$ cat config.mk
export PLATFORM = sky130hd
export DESIGN_NAME = line_tick_clock
export DESIGN_NICKNAME = d
export VERILOG_FILES = /design/src/rtl/line_tick_pkg.sv /design/src/rtl/tick_rate_div.sv /design/src/rtl/tick_csr.sv /design/src/rtl/line_tick_clock.sv
export SDC_FILE = /design/constraint.sdc
export NUM_CORES = 1
export LEC_CHECK = 0
export BUFFER_PORTS_ARGS = -buffer_cell sky130_fd_sc_hd__buf_2
export CAP_MARGIN = 5
export CORE_MARGIN = 2
export CORE_UTILIZATION = 44
export DETAILED_ROUTE_END_ITERATION = 8
export PLACE_DENSITY = 0.88
export SYNTH_ARGS = -nofsm -noshare
export SYNTH_HDL_FRONTEND = slang
export SYNTH_SLANG_ARGS = --single-unit
export TNS_END_PERCENT = 5
$ cat constraint.sdc
create_clock -name clk -period 1.9 [get_ports clk]
set_input_delay 0.19 -clock clk [delete_from_list [all_inputs] [get_ports clk]]
set_output_delay 0.19 -clock clk [all_outputs]
set_load 0.02 [all_outputs]
$ cat src/rtl/line_tick_pkg.sv
package line_tick_pkg;
  localparam int CSR_W    = 16;
  localparam int IE_POS   = 6;
  localparam int DONE_POS = 7;

  typedef struct packed {
    logic absent;
    logic force_opt;
    logic mon;
    logic iak_clr;
  } tick_cfg_t;
endpackage

$ cat src/rtl/tick_rate_div.sv
module tick_rate_div #(
  parameter int SYS_CLK_HZ   = 6000,
  parameter bit DEFAULT_50HZ = 1'b0
) (
  input  logic clk,
  input  logic rst,
  input  logic rate_ld,
  input  logic rate_ld_50,
  output logic tick
);
  localparam int P50   = SYS_CLK_HZ / 50;
  localparam int P60   = SYS_CLK_HZ / 60;
  localparam int PMAX  = (P50 > P60) ? P50 : P60;
  localparam int CNT_W = $clog2(PMAX + 1);

  logic             sel50_q;
  logic [CNT_W-1:0] cnt_q;
  logic [CNT_W-1:0] last;

  assign last = sel50_q ? CNT_W'(P50 - 1) : CNT_W'(P60 - 1);

  always_ff @(posedge clk) begin
    if (rst) begin
      sel50_q <= DEFAULT_50HZ;
      cnt_q   <= '0;
      tick    <= 1'b0;
    end else if (rate_ld) begin
      sel50_q <= rate_ld_50;
      cnt_q   <= '0;
      tick    <= 1'b0;
    end else if (cnt_q == last) begin
      cnt_q <= '0;
      tick  <= 1'b1;
    end else begin
      cnt_q <= cnt_q + 1'b1;
      tick  <= 1'b0;
    end
  end

  // counter never passes the selected period
  a_r2_cnt_in_range: assert property (@(posedge clk) disable iff (rst)
    cnt_q <= last);
  // a tick is followed by a counter wrap to zero unless restarted
  a_r2_tick_wrap: assert property (@(posedge clk) disable iff (rst)
    tick |-> (cnt_q == '0));
endmodule

$ cat src/rtl/tick_csr.sv
module tick_csr
  import line_tick_pkg::*;
(
  input  logic             clk,
  input  logic             rst,
  input  tick_cfg_t        cfg,
  input  logic             tick,
  input  logic             bus_rd,
  input  logic             bus_wr,
  input  logic             bus_odd,
  input  logic [CSR_W-1:0] bus_wdata,
  input  logic             iak,
  output logic [CSR_W-1:0] bus_rdata,
  output logic             bus_nxm,
  output logic             irq
);
  logic done_q, ie_q;
  logic done_n, ie_n, irq_n;
  logic force_en, wr_hit;
  logic unused_wbits;

  assign unused_wbits = ^{bus_wdata[CSR_W-1:DONE_POS+1], bus_wdata[IE_POS-1:0]};
  assign force_en = cfg.absent & cfg.force_opt;
  assign wr_hit   = bus_wr & ~cfg.absent & ~bus_odd;

  always_comb begin
    done_n = done_q;
    ie_n   = ie_q;
    irq_n  = irq;
    if (wr_hit) begin
      ie_n = bus_wdata[IE_POS];
      if (cfg.mon && !bus_wdata[DONE_POS]) done_n = 1'b0;
      if (!done_n || (!ie_n && !force_en)) irq_n = 1'b0;
    end
    if (iak) begin
      irq_n = 1'b0;
      if (cfg.iak_clr) done_n = 1'b0;
    end
    if (tick) begin
      done_n = 1'b1;
      if (ie_n || force_en) irq_n = 1'b1;
    end
  end

  always_ff @(posedge clk) begin
    if (rst) begin
      done_q    <= 1'b1;
      ie_q      <= 1'b0;
      irq       <= 1'b0;
      bus_rdata <= '0;
      bus_nxm   <= 1'b0;
    end else begin
      done_q    <= done_n;
      ie_q      <= ie_n;
      irq       <= irq_n;
      bus_nxm   <= cfg.absent & (bus_rd | bus_wr);
      bus_rdata <= '0;
      if (bus_rd && !cfg.absent) begin
        bus_rdata[IE_POS]   <= ie_q;
        bus_rdata[DONE_POS] <= done_q & cfg.mon;
      end
    end
  end

  // every tick leaves DONE set
  a_r3_tick_sets_done: assert property (@(posedge clk) disable iff (rst)
    tick |=> done_q);
  // a pending request always has DONE behind it
  a_r8_irq_needs_done: assert property (@(posedge clk) disable iff (rst)
    irq |-> done_q);
  // acknowledge without a tick drops the request
  a_r8_iak_drops: assert property (@(posedge clk) disable iff (rst)
    (iak && !tick) |=> !irq);
  // odd-byte write alone touches nothing
  a_r4_odd_ignored: assert property (@(posedge clk) disable iff (rst)
    (bus_wr && bus_odd && !tick && !iak) |=> ($stable(ie_q) && $stable(done_q) && $stable(irq)));
  // missing register answers with a bus error
  a_r10_nxm: assert property (@(posedge clk) disable iff (rst)
    (cfg.absent && (bus_rd || bus_wr)) |=> bus_nxm);
  // a write never raises the request
  a_r7_write_no_raise: assert property (@(posedge clk) disable iff (rst)
    (bus_wr && !tick && !irq) |=> !irq);
endmodule

$ cat src/rtl/line_tick_clock.sv
module line_tick_clock
  import line_tick_pkg::*;
#(
  parameter int SYS_CLK_HZ   = 6000,
  parameter bit DEFAULT_50HZ = 1'b0
) (
  input  logic             clk,
  input  logic             rst,
  input  logic             strap_absent,
  input  logic             strap_force,
  input  logic             strap_mon,
  input  logic             strap_iak_clr,
  input  logic             rate_ld,
  input  logic             rate_ld_50,
  input  logic             bus_rd,
  input  logic             bus_wr,
  input  logic             bus_odd,
  input  logic [CSR_W-1:0] bus_wdata,
  input  logic             iak,
  output logic [CSR_W-1:0] bus_rdata,
  output logic             bus_nxm,
  output logic             irq
);
  tick_cfg_t cfg;
  logic      tick;

  assign cfg = '{absent: strap_absent, force_opt: strap_force,
                 mon: strap_mon, iak_clr: strap_iak_clr};

  tick_rate_div #(.SYS_CLK_HZ(SYS_CLK_HZ), .DEFAULT_50HZ(DEFAULT_50HZ)) u_div (
    .clk(clk), .rst(rst), .rate_ld(rate_ld), .rate_ld_50(rate_ld_50), .tick(tick)
  );

  tick_csr u_csr (
    .clk(clk), .rst(rst), .cfg(cfg), .tick(tick),
    .bus_rd(bus_rd), .bus_wr(bus_wr), .bus_odd(bus_odd), .bus_wdata(bus_wdata),
    .iak(iak), .bus_rdata(bus_rdata), .bus_nxm(bus_nxm), .irq(irq)
  );

  // no bus error when the register is present
  a_r10_no_nxm_present: assert property (@(posedge clk) disable iff (rst)
    !strap_absent |=> (!bus_nxm || $past(strap_absent)));
  // read data is quiet without a read
  a_r6_quiet_rdata: assert property (@(posedge clk) disable iff (rst)
    !bus_rd |=> (bus_rdata == '0));
endmodule

==> summary.md, run 1 <==
| Metric | Value |
|---|---|
| Minimum clock period | `roughly 1200 ps` |
| Synthesis-to-layout area growth | `10.00%` |
| Clock Path Buffers | `2` |
| Die span in y | `around 45 um` |
| Run status | `finished, final reports clean` |
| Fraction of layout cells with a size suffix above 1 | `25.00%` |
| Required time at the endpoint of the critical path | `between 2000 and 2500 ps` |
| Startpoint Class | `flip-flop` |
| Insertion delay to the later sink of the worst-skew pair | `roughly 280 ps` |
| Reg2Reg Launch Point | `u_div.cnt_q[0]$_SDFF_PP0_` |
| Core box area | `0.001524 mm^2` |
| Count of port buffers added during placement | `17` |
| Detailed-placement wirelength estimate | `a little over 900 um` |
| CP Capture Point | `u_div.cnt_q[3]$_SDFF_PP0_` |
| Routed wire length per instance | `roughly 9.8 um` |
| Row Count | `14` |
| FFs w/ async S/R, synth | `0%` |
| Global Route Usage Sum | `11.83%` |
| Worst setup skew after layout | `between 9 and 10 ps` |
| Hold crit path type | `primary input to flip-flop` |
| Antenna fix cells | `0` |
| Cell depth of the worst flop-to-flop path | `5` |
| Count of antenna-violating nets left after detailed routing | `0` |
| Max cap viols | `0` |
| Number of vias in the routed layout | `about 550` |
| Commonest cells after routing, fill and taps aside | `17 x buf_2, 15 x dfxtp_1, 14 x nor2_1, 14 x conb_1, 6 x nand2_1` |
| Post-CTS repair timing setup buffer count | `0` |
| Pin count of the biggest net entering global routing | `10` |
| Final setup margin | `684.5 ps` |
| Number of distinct library cell variants in the gate-level netlist after synthesis | `27` |
| Clock root buffer | `clkbuf_4` |
| Area enclosed by the die boundary | `0.001990 mm^2` |
| Combined area of all synthesized cells | `725.7 um^2` |
| Ys flop type | `dfxtp_1` |
| Initial antenna violation count | `0` |
| Nets@finish | `130` |
| H-Tree Depth | `1` |
| Top post-synthesis cells by area | `dfxtp_1 41%, buf_4 14%, nor2_1 7.2%` |
| Max Freq | `822.7 MHz` |
| Reg-to-reg setup timing slack | `a little under 700 ps` |
| Warnings from Yosys | `0` |
| Final-report setup violation count | `0` |
| Proportion of synthesized chip area in sequential cells | `41.38%` |
| Endpoint arrival time on the critical path | `1390 ps` |
| Start point of the critical path | `u_div.cnt_q[0]$_SDFF_PP0_` |
| Final-report hold violation count | `0` |
| Setup repair after global routing missed its margin | `no` |
| Iter 0 DRT Violations | `5` |
| Drt total wl | `~1100 um` |
| DR pass1 iterations | `4` |
| Count of flip-flops with a built-in enable after synthesis | `0` |
| Terminus of the critical flop-to-flop path | `u_div.cnt_q[3]$_SDFF_PP0_` |
| Number of standard cells after synthesis | `81` |
| Pwr/cell area | `a little over 700 mW/mm^2` |
| Cell Count, Final, Fillers Out | `~120` |
| Number of buffers created by CTS | `3` |
| Critical-path maximum fanout | `6` |
| Largest area contributor in the synthesized netlist | `dfxtp_1` |
| Kind of capture point of the worst setup path | `flip-flop` |
| Maximum VDD drop | `between 0.5 and 0.6 mV` |
| Post-synthesis area per instance | `around 9 um^2` |
| Vias in the first global route | `about 440` |
| Placed instance count | `roughly 110` |
| Average via count per standard cell | `approximately 4.7` |
| Number of max-slew violations in the final report | `0` |
| Clock Sink Count | `15` |
| Total negative slack | `0 ps` |
| Horizontal extent of the die | `roughly 45 um` |
| First-pass GRT wire length | `~1700 um` |
| Post_cts resized | `0` |
| # IOs | `46` |
| Fraction of post-synthesis cell area in the top cell type by area | `approximately two fifths` |
| Hold bufs inserted after CTS | `0` |
| Tcrit/Tclk final | `63.97%` |
| Register bit count reported by yosys | `15` |
| Critical Setup Path Class | `flip-flop to flip-flop` |
| Clock transition at the registers of the reported paths | `around 90 ps` |
| Worst slack at placement | `approximately 700 ps` |
| Overflow left after global routing | `0` |
| Static leakage | `about 0.37 nW` |
| TritonCTS clock tree | `built` |
| Starting utilization of the core area | `between 40 and 50%` |
| DRC violations left | `0` |
| Most frequent standard cell in the layout excluding fill and tap cells | `buf_2` |
| Routability cong. | `between 0.8 and 0.9` |
area by class of cell:
| cell class | instances | area [um^2] |
|---|---|---|
| clock inverters | 1 | 5.005 |
| clock buffers | 3 | 22.52 |
| flip-flops and latches | 15 | 300.3 |
| repair buffers | 17 | 85.08 |
| fillers | 163 | 725.7 |
| well taps | 16 | 20.02 |
| multi-input cells | 64 | 365.4 |
cell families (layout without fill, tap and decap cells):
group                    Yosys count  count (layout)  synth area share [%]
XOR/XNOR                           5               5                 6.036
adder cells (fa/ha/maj)            1               1                 1.724
flip-flops                        15              15                 41.38
multiplexers                       3               3                 4.310
AO/OA/AOI/OAI                      5               5                 5.688
AND/OR/NAND/NOR                   36              36                 25.35
buffers and inverters             15              21                 15.00
other                              1              14                0.5167
worst max-delay path, cell delays in order, from the launching register on:
cell     delay [ps]
dfxtp_1         380
ha_1            250
and4b_1         230
o21ai_2          70
nand2_2         120
nor2_1           60
power breakdown:
| group | total (mW) | internal [mW] | switching (mW) |
|---|---|---|---|
| Sequential | 0.327 | 0.322 | 0.00494 |
| Combinational | 0.0701 | 0.0225 | 0.0477 |
| Clock | 0.174 | 0.0781 | 0.0964 |
| Total | 0.571 | 0.422 | 0.149 |
synth_stat cells (2+ instances only):
master   instances
and3_1           3
nor3_1           2
nor2_1          14
xnor2_1          3
nand2_1          6
buf_4           14
nand3_1          3
xor2_1           2
dfxtp_1         15
mux2i_1          2
flip-flops by register name, summed over array words and instances, names as in the netlist:
signal           cells
u_div.cnt_q          7
u_csr.bus_rdata      2
u_csr.bus_nxm        1
u_csr.done_q         1
u_csr.ie_q           1
u_csr.irq            1
u_div.sel50_q        1
u_div.tick           1
worst min path at each step:
stage                                        to  startpoint  cells past startpoint  slack [ps]
after floorplan           u_div.tick$_SDFF_PP0_     rate_ld                      1         270
after global placement    u_div.tick$_SDFF_PP0_     rate_ld                      2         410
after detailed placement  u_div.tick$_SDFF_PP0_     rate_ld                      2         410
after CTS                 u_div.tick$_SDFF_PP0_     rate_ld                      2          90
after global routing      u_div.tick$_SDFF_PP0_     rate_ld                      2         100
final                     u_div.tick$_SDFF_PP0_     rate_ld                      2         110
through the flow:
step / hold WS (ps) / power, mW / utilization [%] / instance area [um^2]
after floorplan: 269.1 / 0.4030 / - / 774.5
after global placement: 409.1 / 0.4024 / 50.57 / 770.7
after detailed placement: 407.9 / 0.4038 / 50.57 / 770.7
after CTS: 92.94 / 0.5852 / 52.38 / 798.3
after global routing: 103.5 / 0.6038 / 52.38 / 798.3
final: 105.8 / 0.5711 / 52.38 / 798.3
metal layers:
layer / global-route usage [%] / wire length, um / vias to the layer above
met5: 0 / 0 / -
met4: 0 / 0 / 0
met3: 7.347 / 122 / 0
met2: 21.16 / 565 / 26
met1: 12.44 / 452 / 245
li1: - / - / 278
(Power assumes the default switching activity.)
==> run 2: changes to the inputs <==
CORE_UTILIZATION = 40   (was 44)
PLACE_DENSITY = 0.82   (was 0.88)
clock period = 1.27 ns   (was 1.9 ns; I/O delays follow)
==> summary.md, run 2 (same netlist as run 1, synthesis figures left out) <==
| Metric | Value |
|---|---|
| Number of flip-flops in the largest register | `7 (unchanged)` |
| Tcrit/Tclk final | `92.72% (+29 points)` |
| Critical-path maximum fanout | `6 (unchanged)` |
| Max cap viols | `0 (unchanged)` |
| Nets@finish | `131 (+0.77%)` |
| Count of buffering cells on the critical path with inverters included | `0 (unchanged)` |
| Endpoint arrival time on the critical path | `1360 ps (-30 ps)` |
| Critical-path cell list | `ha_4 > and4b_1 > o21ai_2 > nand2_2 > nor2_1` |
| Core Util, Final | `48.57% (-3.8 points)` |
| Clock transition at the registers of the reported paths | `90 ps (about the same)` |
| Startpoint Class | `flip-flop` |
| Horizontal extent of the die | `46.60 um (+4.4%)` |
| # IOs | `46 (unchanged)` |
| Most frequent standard cell in the layout excluding fill and tap cells | `buf_2` |
| Vias in the first global route | `489 (+12%)` |
| Kind of capture point of the worst setup path | `flip-flop` |
| Required time at the endpoint of the critical path | `1450 ps (-620 ps)` |
| Area enclosed by the die boundary | `0.002171 mm^2 (+9.1%)` |
| Register with the most flip-flops | `u_div.cnt_q` |
| TritonCTS clock tree | `built` |
| Starting utilization of the core area | `42.49% (-5.1 points)` |
| Cell Count, Final, Fillers Out | `126 (+8.6%)` |
| Core box area | `0.001708 mm^2 (+12%)` |
| Number of vias in the routed layout | `559 (+1.8%)` |
| Count of port buffers added during placement | `17 (unchanged)` |
| Average via count per standard cell | `4.437 (-6.3%)` |
| Iter 0 DRT Violations | `2 (-3)` |
| Area of the multi-input gates | `377.9 um^2 (+3.4%)` |
| First-pass GRT wire length | `1835 um (+7.7%)` |
| Run status | `finished, final reports clean` |
| Overflow left after global routing | `0 (unchanged)` |
| Commonest cells after routing, fill and taps aside | `17 x buf_2, 15 x dfxtp_1, 14 x nor2_1, 14 x conb_1, 6 x nand2_1` |
| Minimum clock period | `1178 ps (-37.93 ps)` |
| Placed instance count | `122 (+8.9%)` |
| Reg-to-reg setup timing slack | `90 ps (-590 ps)` |
| Maximum VDD drop | `0.7871 mV (+57%)` |
| Number of max-slew violations in the final report | `0 (unchanged)` |
| Routability cong. | `0.8027 (-2.8%)` |
| DR pass1 iterations | `4 (unchanged)` |
| Slowest stage cell on the critical path | `dfxtp_1` |
| Final-report hold violation count | `0 (unchanged)` |
| Setup repair after global routing missed its margin | `no` |
| Clock root buffer | `clkbuf_4` |
| Count of antenna-violating nets left after detailed routing | `0 (unchanged)` |
| Die span in y | `46.60 um (+4.4%)` |
| Routed wire length per instance | `10.47 um (+6.5%)` |
| Critical Setup Path Class | `flip-flop to flip-flop` |
| Antenna fix cells | `0 (unchanged)` |
| Insertion delay to the later sink of the worst-skew pair | `280 ps (about the same)` |
| Number of buffers created by CTS | `3 (unchanged)` |
| Max Freq | `849.2 MHz (+3.2%)` |
| Worst slack on hold paths | `47.54 ps (-58.28 ps)` |
| Fraction of layout cells with a size suffix above 1 | `26.73% (+1.7 points)` |
| Clock Sink Count | `15 (unchanged)` |
| Pin count of the biggest net entering global routing | `10 (unchanged)` |
| Hold crit path type | `primary input to flip-flop` |
| Pwr/cell area | `1051 mW/mm^2 (+47%)` |
| Fill count | `180 (+10%)` |
| Static leakage | `0.3710 nW (+0.85%)` |
| DRC violations left | `0 (unchanged)` |
| Crit-path leading delay family | `flip-flops` |
| Post-CTS repair timing setup buffer count | `0 (unchanged)` |
| Clock Path Buffers | `2 (unchanged)` |
| Largest stage delay on the critical path | `420 ps (+40 ps)` |
| Drt total wl | `1319 um (+16%)` |
| Largest registers | `u_div.cnt_q (7), u_csr.bus_rdata (2)` |
| Detailed-placement wirelength estimate | `990.5 um (+8.7%)` |
| Initial antenna violation count | `0 (unchanged)` |
| H-Tree Depth | `1 (unchanged)` |
| Global Route Usage Sum | `12.35% (+0.52 points)` |
| Synthesis-to-layout area growth | `14.31%` |
| Sequential cell area | `300.3 um^2 (unchanged)` |
| Total negative slack | `0 ps (unchanged)` |
| Row Count | `15 (+1)` |
| Worst setup skew after layout | `6.178 ps (-3.130 ps)` |
| Final-report setup violation count | `0 (unchanged)` |
## run 2: final cells by class
cell class                 instances  area share (%)
timing repair buffer              18           11.16
tap                               25           3.771
clock inverter                     1          0.6033
sequential                        15           36.20
multi-input combinational         64           45.55
clock buffer                       3           2.715
## run 2: layer usage
layer,global-route usage (%),share of wire (%)
met2,22.78,48
met3,7.059,7.5
met1,12.09,43
met5,0,0
met4,1.714,0.99
## run 2: through the flow
stage | setup WS [ps] | total power [mW] | instance area [um^2]
6_report | 92.43 | 0.8717 | 829.5
5_1_grt | 13.44 | 0.9145 | 829.5
4_1_cts | 55.07 | 0.8790 | 817.0
3_5_place_dp | 105.0 | 0.6078 | 789.5
3_3_place_gp | 100.1 | 0.6049 | 789.5
2_1_floorplan | 173.3 | 0.6030 | 774.5
## run 2: worst register-to-register path, stage by stage (launching register included)
cell     delay [ps]
dfxtp_1         420
ha_4            180
and4b_1         210
o21ai_2          80
nand2_2         120
nor2_1           60
## run 2: repair_timing
item / 4_1_cts / 5_1_grt
resized for setup: 0 / 2
endpoints found under the setup margin: 0 / 6
hold buffers: 0 / 0
## run 2: final timing paths
path	start	to	depth (start not counted)
max	u_div.cnt_q[1]$_SDFF_PP0_	u_div.cnt_q[4]$_SDFF_PP0_	5
min	rate_ld	u_div.tick$_SDFF_PP0_	2
max reg2reg	u_div.cnt_q[1]$_SDFF_PP0_	u_div.cnt_q[4]$_SDFF_PP0_	5
min reg2reg	u_div.tick$_SDFF_PP0_	u_csr.irq$_SDFF_PP0_	2
## run 2: power breakdown
group	total, mW	leakage [nW]	internal, mW	switching (mW)
logic	0.110	0.231	0.0366	0.0736
clock network	0.272	0.0177	0.117	0.155
registers	0.490	0.122	0.481	0.00850
